**src/rtl/cas_pkg.sv**
```systemverilog
package cas_pkg;

    localparam int unsigned BITS_PER_TS   = 8;
    localparam int unsigned TS_PER_FRAME  = 32;
    localparam int unsigned FRAMES_PER_MF = 16;
    localparam int unsigned SIG_TS        = 16;
    localparam int unsigned NIBBLE_START  = 4;
    localparam int unsigned SIG_BYTES     = FRAMES_PER_MF;

    localparam int unsigned BIT_W  = $clog2(BITS_PER_TS);
    localparam int unsigned TS_W   = $clog2(TS_PER_FRAME);
    localparam int unsigned FR_W   = $clog2(FRAMES_PER_MF);
    localparam int unsigned ADDR_W = FR_W;

    typedef logic [BITS_PER_TS-1:0] sig_byte_t;

    typedef struct packed {
        logic [FR_W-1:0]  fr;
        logic [TS_W-1:0]  ts;
        logic [BIT_W-1:0] bitn;
    } mf_pos_t;

    typedef enum logic [1:0] {
        SRC_SYS = 2'd0,
        SRC_EXT = 2'd1,
        SRC_INT = 2'd2
    } bit_src_e;

    function automatic mf_pos_t pos_advance(mf_pos_t p);
        mf_pos_t n;
        n = p;
        if (p.bitn == BIT_W'(BITS_PER_TS - 1)) begin
            n.bitn = '0;
            if (p.ts == TS_W'(TS_PER_FRAME - 1)) begin
                n.ts = '0;
                n.fr = (p.fr == FR_W'(FRAMES_PER_MF - 1)) ? '0 : p.fr + 1'b1;
            end else begin
                n.ts = p.ts + 1'b1;
            end
        end else begin
            n.bitn = p.bitn + 1'b1;
        end
        return n;
    endfunction

    function automatic logic pos_is_last(mf_pos_t p);
        return (p.bitn == BIT_W'(BITS_PER_TS - 1)) &&
               (p.ts == TS_W'(TS_PER_FRAME - 1)) &&
               (p.fr == FR_W'(FRAMES_PER_MF - 1));
    endfunction

    function automatic logic ts_full_ext(logic [TS_W-1:0] ts);
        return (ts == '0) || (ts == TS_W'(SIG_TS));
    endfunction

endpackage

```
**src/rtl/e1_mf_counter.sv**
```systemverilog
module e1_mf_counter
    import cas_pkg::*;
(
    input  logic    clk,
    input  logic    rst,
    input  logic    sync,
    output mf_pos_t cur_pos,
    output logic    mf_last
);

    mf_pos_t pos_q;

    assign cur_pos = sync ? '0 : pos_q;
    assign mf_last = pos_is_last(cur_pos);

    always_ff @(posedge clk) begin
        if (rst) pos_q <= '0;
        else     pos_q <= pos_advance(cur_pos);
    end

    AST_TS_HOLD_IN_BYTE: assert property (@(posedge clk) disable iff (rst)
        (!sync && cur_pos.bitn != BIT_W'(BITS_PER_TS - 1))
        |=> (sync || cur_pos.ts == $past(cur_pos.ts)));

    AST_BIT_STEP: assert property (@(posedge clk) disable iff (rst)
        (!sync && cur_pos.bitn != BIT_W'(BITS_PER_TS - 1))
        |=> (sync || cur_pos.bitn == $past(cur_pos.bitn) + 1'b1));

endmodule

```
**src/rtl/cas_sig_store.sv**
```systemverilog
module cas_sig_store
    import cas_pkg::*;
(
    input  logic              clk,
    input  logic              rst,
    input  logic              wr_en,
    input  logic [ADDR_W-1:0] wr_addr,
    input  sig_byte_t         wr_data,
    input  logic              wr_supply,
    input  logic              load,
    input  logic [ADDR_W-1:0] rd_addr,
    output sig_byte_t         rd_byte,
    output logic              rd_valid
);

    sig_byte_t shadow_q [SIG_BYTES];
    logic      shadow_v [SIG_BYTES];
    sig_byte_t act_q    [SIG_BYTES];
    logic      act_v    [SIG_BYTES];

    for (genvar i = 0; i < SIG_BYTES; i++) begin : g_byte
        always_ff @(posedge clk) begin
            if (rst) begin
                shadow_q[i] <= '0;
                shadow_v[i] <= 1'b0;
                act_q[i]    <= '0;
                act_v[i]    <= 1'b0;
            end else begin
                if (wr_en && wr_addr == ADDR_W'(i)) begin
                    shadow_q[i] <= wr_data;
                    shadow_v[i] <= wr_supply;
                end
                if (load) begin
                    act_q[i] <= shadow_q[i];
                    act_v[i] <= shadow_v[i];
                end
            end
        end

        AST_ACT_HOLD: assert property (@(posedge clk) disable iff (rst)
            !load |=> ($stable(act_q[i]) && $stable(act_v[i])));
    end

    assign rd_byte  = act_q[rd_addr];
    assign rd_valid = act_v[rd_addr];

endmodule

```
**src/rtl/cas_bit_select.sv**
```systemverilog
module cas_bit_select
    import cas_pkg::*;
(
    input  mf_pos_t   pos,
    input  logic      sys_side,
    input  logic      sys_bit,
    input  logic      ext_bit,
    input  sig_byte_t int_byte,
    input  logic      int_valid,
    output logic      sel_bit,
    output bit_src_e  src
);

    logic [BIT_W-1:0] msb_idx;
    logic             in_sig_ts;
    logic             fas_nibble;

    assign msb_idx    = BIT_W'(BITS_PER_TS - 1) - pos.bitn;
    assign in_sig_ts  = (pos.ts == TS_W'(SIG_TS));
    assign fas_nibble = (pos.fr == '0) && (pos.bitn < BIT_W'(NIBBLE_START));

    always_comb begin
        if (in_sig_ts && int_valid)
            src = SRC_INT;
        else if (sys_side && (ts_full_ext(pos.ts) || pos.bitn >= BIT_W'(NIBBLE_START)))
            src = SRC_EXT;
        else
            src = SRC_SYS;
    end

    always_comb begin
        unique case (src)
            SRC_INT: sel_bit = fas_nibble ? 1'b0 : int_byte[msb_idx];
            SRC_EXT: sel_bit = ext_bit;
            default: sel_bit = sys_bit;
        endcase
    end

endmodule

```
**src/rtl/e1_cas_ts16_merger.sv**
```systemverilog
module e1_cas_ts16_merger
    import cas_pkg::*;
(
    input  logic                   clk,
    input  logic                   rst,
    input  logic                   sync_in,
    input  logic                   sys_data_in,
    input  logic                   ext_sig_in,
    input  logic                   sys_side_ins,
    input  logic                   wr_en,
    input  logic [ADDR_W-1:0]      wr_addr,
    input  logic [BITS_PER_TS-1:0] wr_data,
    input  logic                   wr_supply,
    output logic                   ser_out
);

    mf_pos_t   cur_pos;
    logic      mf_last;
    sig_byte_t int_byte;
    logic      int_valid;
    logic      sel_bit;
    bit_src_e  src;

    e1_mf_counter u_cnt (
        .clk     (clk),
        .rst     (rst),
        .sync    (sync_in),
        .cur_pos (cur_pos),
        .mf_last (mf_last)
    );

    cas_sig_store u_store (
        .clk       (clk),
        .rst       (rst),
        .wr_en     (wr_en),
        .wr_addr   (wr_addr),
        .wr_data   (wr_data),
        .wr_supply (wr_supply),
        .load      (mf_last),
        .rd_addr   (cur_pos.fr),
        .rd_byte   (int_byte),
        .rd_valid  (int_valid)
    );

    cas_bit_select u_sel (
        .pos       (cur_pos),
        .sys_side  (sys_side_ins),
        .sys_bit   (sys_data_in),
        .ext_bit   (ext_sig_in),
        .int_byte  (int_byte),
        .int_valid (int_valid),
        .sel_bit   (sel_bit),
        .src       (src)
    );

    always_ff @(posedge clk) begin
        if (rst) ser_out <= 1'b0;
        else     ser_out <= sel_bit;
    end

    AST_LINE_PASS: assert property (@(posedge clk) disable iff (rst)
        (!sys_side_ins && cur_pos.ts != TS_W'(SIG_TS))
        |=> ser_out == $past(sys_data_in));

    AST_LOW_NIBBLE_SYS: assert property (@(posedge clk) disable iff (rst)
        (sys_side_ins && !ts_full_ext(cur_pos.ts) && cur_pos.bitn < BIT_W'(NIBBLE_START))
        |=> ser_out == $past(sys_data_in));

    AST_FULL_EXT: assert property (@(posedge clk) disable iff (rst)
        (sys_side_ins && ts_full_ext(cur_pos.ts) &&
         !(cur_pos.ts == TS_W'(SIG_TS) && int_valid))
        |=> ser_out == $past(ext_sig_in));

    AST_FAS_ZERO: assert property (@(posedge clk) disable iff (rst)
        (cur_pos.ts == TS_W'(SIG_TS) && cur_pos.fr == '0 && int_valid &&
         cur_pos.bitn < BIT_W'(NIBBLE_START))
        |=> !ser_out);

endmodule

```
**config.mk**
```make
export PLATFORM = sky130hd
export DESIGN_NAME = e1_cas_ts16_merger
export DESIGN_NICKNAME = d
export VERILOG_FILES = /design/src/rtl/cas_pkg.sv /design/src/rtl/e1_mf_counter.sv /design/src/rtl/cas_sig_store.sv /design/src/rtl/cas_bit_select.sv /design/src/rtl/e1_cas_ts16_merger.sv
export SDC_FILE = /design/constraint.sdc
export NUM_CORES = 1
export LEC_CHECK = 0
export BUFFER_PORTS_ARGS = -buffer_cell sky130_fd_sc_hd__buf_2
export CAP_MARGIN = 20
export CORE_ASPECT_RATIO = 0.8
export CORE_MARGIN = 5
export CORE_UTILIZATION = 45
export CTS_CLUSTER_DIAMETER = 200
export DETAILED_ROUTE_END_ITERATION = 7
export HOLD_SLACK_MARGIN = 0.15
export PLACE_DENSITY = 0.71
export SYNTH_ARGS = -nofsm -noshare
export SYNTH_HDL_FRONTEND = slang
export SYNTH_SLANG_ARGS = --single-unit
```
**constraint.sdc**
```tcl
create_clock -name clk -period 20.5 [get_ports clk]
set_clock_uncertainty 0.1 [all_clocks]
set_input_delay 4.1 -clock clk [delete_from_list [all_inputs] [get_ports clk]]
set_output_delay 4.1 -clock clk [all_outputs]
set_load 0.03 [all_outputs]
```
==> metrics.txt <==
# TYPE chip_impl_metric gauge
chip_impl_info{name="outcome",value="completed"} 1
chip_impl_metric{name="grt_pass1_wl",unit="um"} 42500
chip_impl_metric{name="final_min_period_over_clock_period",unit="%"} 36.1
chip_impl_metric{name="core-area",unit="um2"} 28300
chip_impl_info{name="worst-setup-path-type",value="input pin to register"} 1
chip_impl_metric{name="critPathArrivalTime",unit="ps"} 7510
chip_impl_metric{name="routed_wirelength",unit="um"} 27400
chip_impl_metric{name="start_util",unit="%"} 45.6
chip_impl_metric{name="dr_wl_cell",unit="um"} 20.9
chip_impl_metric{name="leakagePower",unit="nW"} 4.94
chip_impl_metric{name="ios",unit=""} 21
chip_impl_metric{name="worstRegToRegCells",unit=""} 9
chip_impl_metric{name="critical_path_required",unit="ps"} 20610
chip_impl_metric{name="die_area",unit="um2"} 32200
chip_impl_metric{name="numPortBuffers",unit=""} 20
chip_impl_info{name="regToRegEndpoint",value="u_store.act_q[0][1]"} 1
chip_impl_metric{name="grt_overflow",unit=""} 0
chip_impl_metric{name="clkSlewWorstSetupHoldPaths",unit="ps"} 70
chip_impl_info{name="worst_setup_path_end_kind",value="register"} 1
chip_impl_metric{name="synth_enable_flop_cells",unit=""} 288
chip_impl_metric{name="fin_tns_setup",unit="ps"} 0
chip_impl_info{name="timing.critical_path.slowest_stage_cell",value="sky130_fd_sc_hd__nand2b_4"} 1
chip_impl_metric{name="cts-buffers-inserted",unit=""} 30
chip_impl_info{name="yosys-top-cells-area",value="sky130_fd_sc_hd__edfxtp_1 67%, sky130_fd_sc_hd__and2_1 14%, sky130_fd_sc_hd__mux4_2 3.1%"} 1
chip_impl_metric{name="grt_use_total",unit="%"} 17.3
chip_impl_metric{name="floorplan.die.height",unit="um"} 161
chip_impl_metric{name="cpPeakStageDelay",unit="ps"} 650
chip_impl_metric{name="worstPathMaxFanout",unit=""} 77
chip_impl_metric{name="finalMaxSlewViolations",unit=""} 0
chip_impl_metric{name="relSlewSlack",unit="%"} 20.7
chip_impl_metric{name="yosys.area.top_type_share",unit="%"} 67.0
chip_impl_metric{name="mappedNetlistNets",unit=""} 925
chip_impl_metric{name="utilization",unit="%"} 50.7
chip_impl_metric{name="report.final.hold_viol_count",unit=""} 0
chip_impl_info{name="startpoint_type",value="input pin"} 1
chip_impl_metric{name="power.density",unit="nW/um2"} 90.5
chip_impl_metric{name="antenna_cells",unit=""} 0
chip_impl_metric{name="dr.first_iter.drc_count",unit=""} 834
chip_impl_metric{name="hold_ws",unit="ps"} 410
chip_impl_metric{name="cts_max_level",unit=""} 1
chip_impl_info{name="root_buffer",value="sky130_fd_sc_hd__clkbuf_16"} 1
chip_impl_info{name="cts_tree",value="yes"} 1
chip_impl_metric{name="achievable-frequency",unit="GHz"} 0.135
chip_impl_metric{name="avgViaCountPerCell",unit=""} 5.38
chip_impl_info{name="rsz0062_at_grt",value="false"} 1
chip_impl_info{name="cpMostUsedCell",value="sky130_fd_sc_hd__ha_1"} 1
chip_impl_metric{name="vdd.ir_drop.worst",unit="uV"} 67.6
chip_impl_metric{name="postCtsHoldBufs",unit=""} 0
chip_impl_info{name="worstSetupEndpoint",value="u_store.act_q[0][1]"} 1
chip_impl_info{name="synth_top_flop_cell",value="sky130_fd_sc_hd__edfxtp_1"} 1
chip_impl_metric{name="async_set_or_reset_register_ratio_after_synthesis",unit="%"} 0
chip_impl_metric{name="number_of_warning_messages_in_the_yosys_log",unit=""} 0
chip_impl_metric{name="via_count",unit=""} 7025
chip_impl_info{name="worst_min_delay_path_class",value="register to register"} 1
chip_impl_metric{name="grt_start_max_net_pins",unit=""} 123
chip_impl_metric{name="syn_inst",unit=""} 898
chip_impl_metric{name="clock-sinks",unit=""} 301
chip_impl_metric{name="rrSetupSlack",unit="ps"} 16660
chip_impl_metric{name="place.gp.congestion",unit=""} 0.891
chip_impl_metric{name="hpwl",unit="um"} 17200
chip_impl_metric{name="antenna_nets_post_route",unit=""} 0
chip_impl_metric{name="ys_ff_latch",unit=""} 301
chip_impl_metric{name="synthToLayoutAreaGrowth",unit="%"} 11.0
chip_impl_metric{name="finish.net_count",unit=""} 939
chip_impl_metric{name="syn-cell-area",unit="um2"} 12900
chip_impl_info{name="synthDominantAreaCellType",value="sky130_fd_sc_hd__edfxtp_1"} 1
chip_impl_metric{name="placedCellCount",unit=""} 1248
chip_impl_metric{name="period_needed",unit="ps"} 7400
chip_impl_metric{name="drt_first_pass_iters",unit=""} 6
chip_impl_metric{name="ys_types",unit=""} 55
chip_impl_metric{name="grt_pass1_vias",unit=""} 6925
chip_impl_metric{name="cts_setup_buffers",unit=""} 0
chip_impl_info{name="crit_path_start",value="sync_in"} 1
chip_impl_info{name="rr_startpoint",value="u_cnt.pos_q[1]"} 1
chip_impl_metric{name="drc",unit=""} 0
chip_impl_metric{name="final_cell_count_no_fill",unit=""} 1306
chip_impl_metric{name="timing.max_cap.violations",unit=""} 0
chip_impl_metric{name="clkLatencyLatePin",unit="ps"} 570
chip_impl_metric{name="post_cts_repair_resize_count",unit=""} 0
chip_impl_metric{name="synth-seq-area-share",unit="%"} 69.0
chip_impl_metric{name="grt_antenna_before_repair",unit=""} 2
chip_impl_metric{name="worstMarginPinSlew",unit="ps"} 1190
chip_impl_info{name="cell_by_cell_listing_of_the_critical_path",value="buf_2 -> nand2b_1 -> inv_1 -> ha_1 -> ha_1 -> nand2_1 -> nor2_1 -> nand3_1 -> nand2b_4 -> buf_4 -> buf_16"} 1
chip_impl_metric{name="drive_above_1_share",unit="%"} 11.9
chip_impl_metric{name="die_x",unit="um"} 199
chip_impl_metric{name="fp-row-count",unit=""} 55
chip_impl_metric{name="post_synth.cell_area_avg",unit="um2"} 14.4
chip_impl_metric{name="max_clock_buf_depth",unit=""} 3
chip_impl_metric{name="setup_violations",unit=""} 0
## worst max-delay path: cells and delay by family
kind,cells,cell delay [ps]
buf+inv,4,1170
fa+ha+maj,2,680
simple gates,5,1490
## cell families (layout without fill, tap and decap cells)
kind of cell,count (synthesis),count (layout),synth area share (%)
fa+ha+maj,7,7,0.679
flops,301,301,69.0
buf+inv,60,98,2.31
mux,43,43,5.11
compound gates,70,70,3.92
xor+xnor,4,4,0.271
simple gates,413,413,18.7
## placed cells by master (no fill, tap or decap), types with 10 or more instances in the layout
master and count:
sky130_fd_sc_hd__dfxtp_1 13, sky130_fd_sc_hd__nor3_1 14, sky130_fd_sc_hd__o21bai_1 13, sky130_fd_sc_hd__nor2_1 34, sky130_fd_sc_hd__mux2i_1 22, sky130_fd_sc_hd__mux4_2 18
sky130_fd_sc_hd__buf_4 10, sky130_fd_sc_hd__edfxtp_1 288, sky130_fd_sc_hd__and2_1 288, sky130_fd_sc_hd__clkbuf_16 30, sky130_fd_sc_hd__nand2_1 28, sky130_fd_sc_hd__buf_2 20
sky130_fd_sc_hd__a21oi_1 10
## stage by stage
step / setup slack [ps] / total power, W / instance area, um2
finish: 13100 / 0.00130 / 14300
global route: 12810 / 0.00134 / 14300
CTS: 12850 / 0.00131 / 14300
detailed placement: 12260 / 0.000769 / 13300
global placement: 12390 / 0.000767 / 13300
floorplan: 11020 / 0.000748 / 12900
## layout make-up
type,instances,area [um2]
fill,2328,14000
clock buffer,33,762
timing repair buffer,32,210
sequential,301,8910
clock inverter,23,233
tap,370,463
inverter,10,40.0
multi-input combinational,537,3710
## state kept, by name, summed over array words and instances, names as in the netlist
signal,cells
ser_out,1
u_cnt.pos_q,12
u_store.act_q,128
u_store.act_v,16
u_store.shadow_q,128
u_store.shadow_v,16
## synth_stat cells (2+ instances only)
cell type,n
sky130_fd_sc_hd__a21o_1,4
sky130_fd_sc_hd__buf_6,5
sky130_fd_sc_hd__nand2_1,28
sky130_fd_sc_hd__dfxtp_1,13
sky130_fd_sc_hd__xnor2_1,3
sky130_fd_sc_hd__inv_1,8
sky130_fd_sc_hd__nand3_1,8
sky130_fd_sc_hd__a31oi_1,5
sky130_fd_sc_hd__or3_1,2
sky130_fd_sc_hd__nor2_2,2
sky130_fd_sc_hd__or2_0,2
sky130_fd_sc_hd__a21oi_1,10
sky130_fd_sc_hd__edfxtp_1,288
sky130_fd_sc_hd__a221oi_1,6
sky130_fd_sc_hd__a211oi_1,6
sky130_fd_sc_hd__mux2_2,3
sky130_fd_sc_hd__and2_1,288
sky130_fd_sc_hd__nand2b_1,10
sky130_fd_sc_hd__nor2b_1,9
sky130_fd_sc_hd__nor3b_1,4
sky130_fd_sc_hd__o21bai_1,13
sky130_fd_sc_hd__o311ai_1,3
sky130_fd_sc_hd__buf_2,5
sky130_fd_sc_hd__mux2i_1,22
sky130_fd_sc_hd__or2_2,2
sky130_fd_sc_hd__nand4_1,3
sky130_fd_sc_hd__mux4_2,18
sky130_fd_sc_hd__ha_1,7
sky130_fd_sc_hd__o211ai_1,3
sky130_fd_sc_hd__o22ai_1,4
sky130_fd_sc_hd__clkbuf_1,32
sky130_fd_sc_hd__o21ai_0,4
sky130_fd_sc_hd__nor2_1,34
sky130_fd_sc_hd__nand3b_1,3
sky130_fd_sc_hd__buf_4,7
sky130_fd_sc_hd__a2111oi_0,2
sky130_fd_sc_hd__nor3_1,14
## per-layer routing
| metal | wire length (um) | global-route usage (%) |
|---|---|---|
| met1 | 12000 | 26.5 |
| met5 | 18 | 0 |
| met2 | 12400 | 26.1 |
| met4 | 811 | 4.51 |
| met3 | 2130 | 2.57 |
## power by group
group / switching [W] / internal (W)
sequential: 0.00000818 / 0.000705
clock: 0.000232 / 0.000309
combinational: 0.0000317 / 0.0000112
total: 0.000272 / 0.00103
## how the worst min path moves through the flow
stage / start / end / slack (ps) / cells past startpoint
detailed placement: u_store.shadow_q[7][1] / u_store.act_q[14][1] / 400 / 1
global placement: u_store.shadow_q[5][8] / u_store.act_q[11][0] / 400 / 1
global route: u_store.shadow_q[5][1] / u_store.act_q[10][1] / 430 / 1
finish: u_store.shadow_q[2][2] / u_store.act_q[4][2] / 410 / 1
CTS: u_store.shadow_q[7][1] / u_store.act_q[14][1] / 410 / 1
floorplan: u_store.shadow_q[0][0] / u_store.act_q[0][0] / 400 / 1
Note: power is estimated with default switching activity, not from simulation.
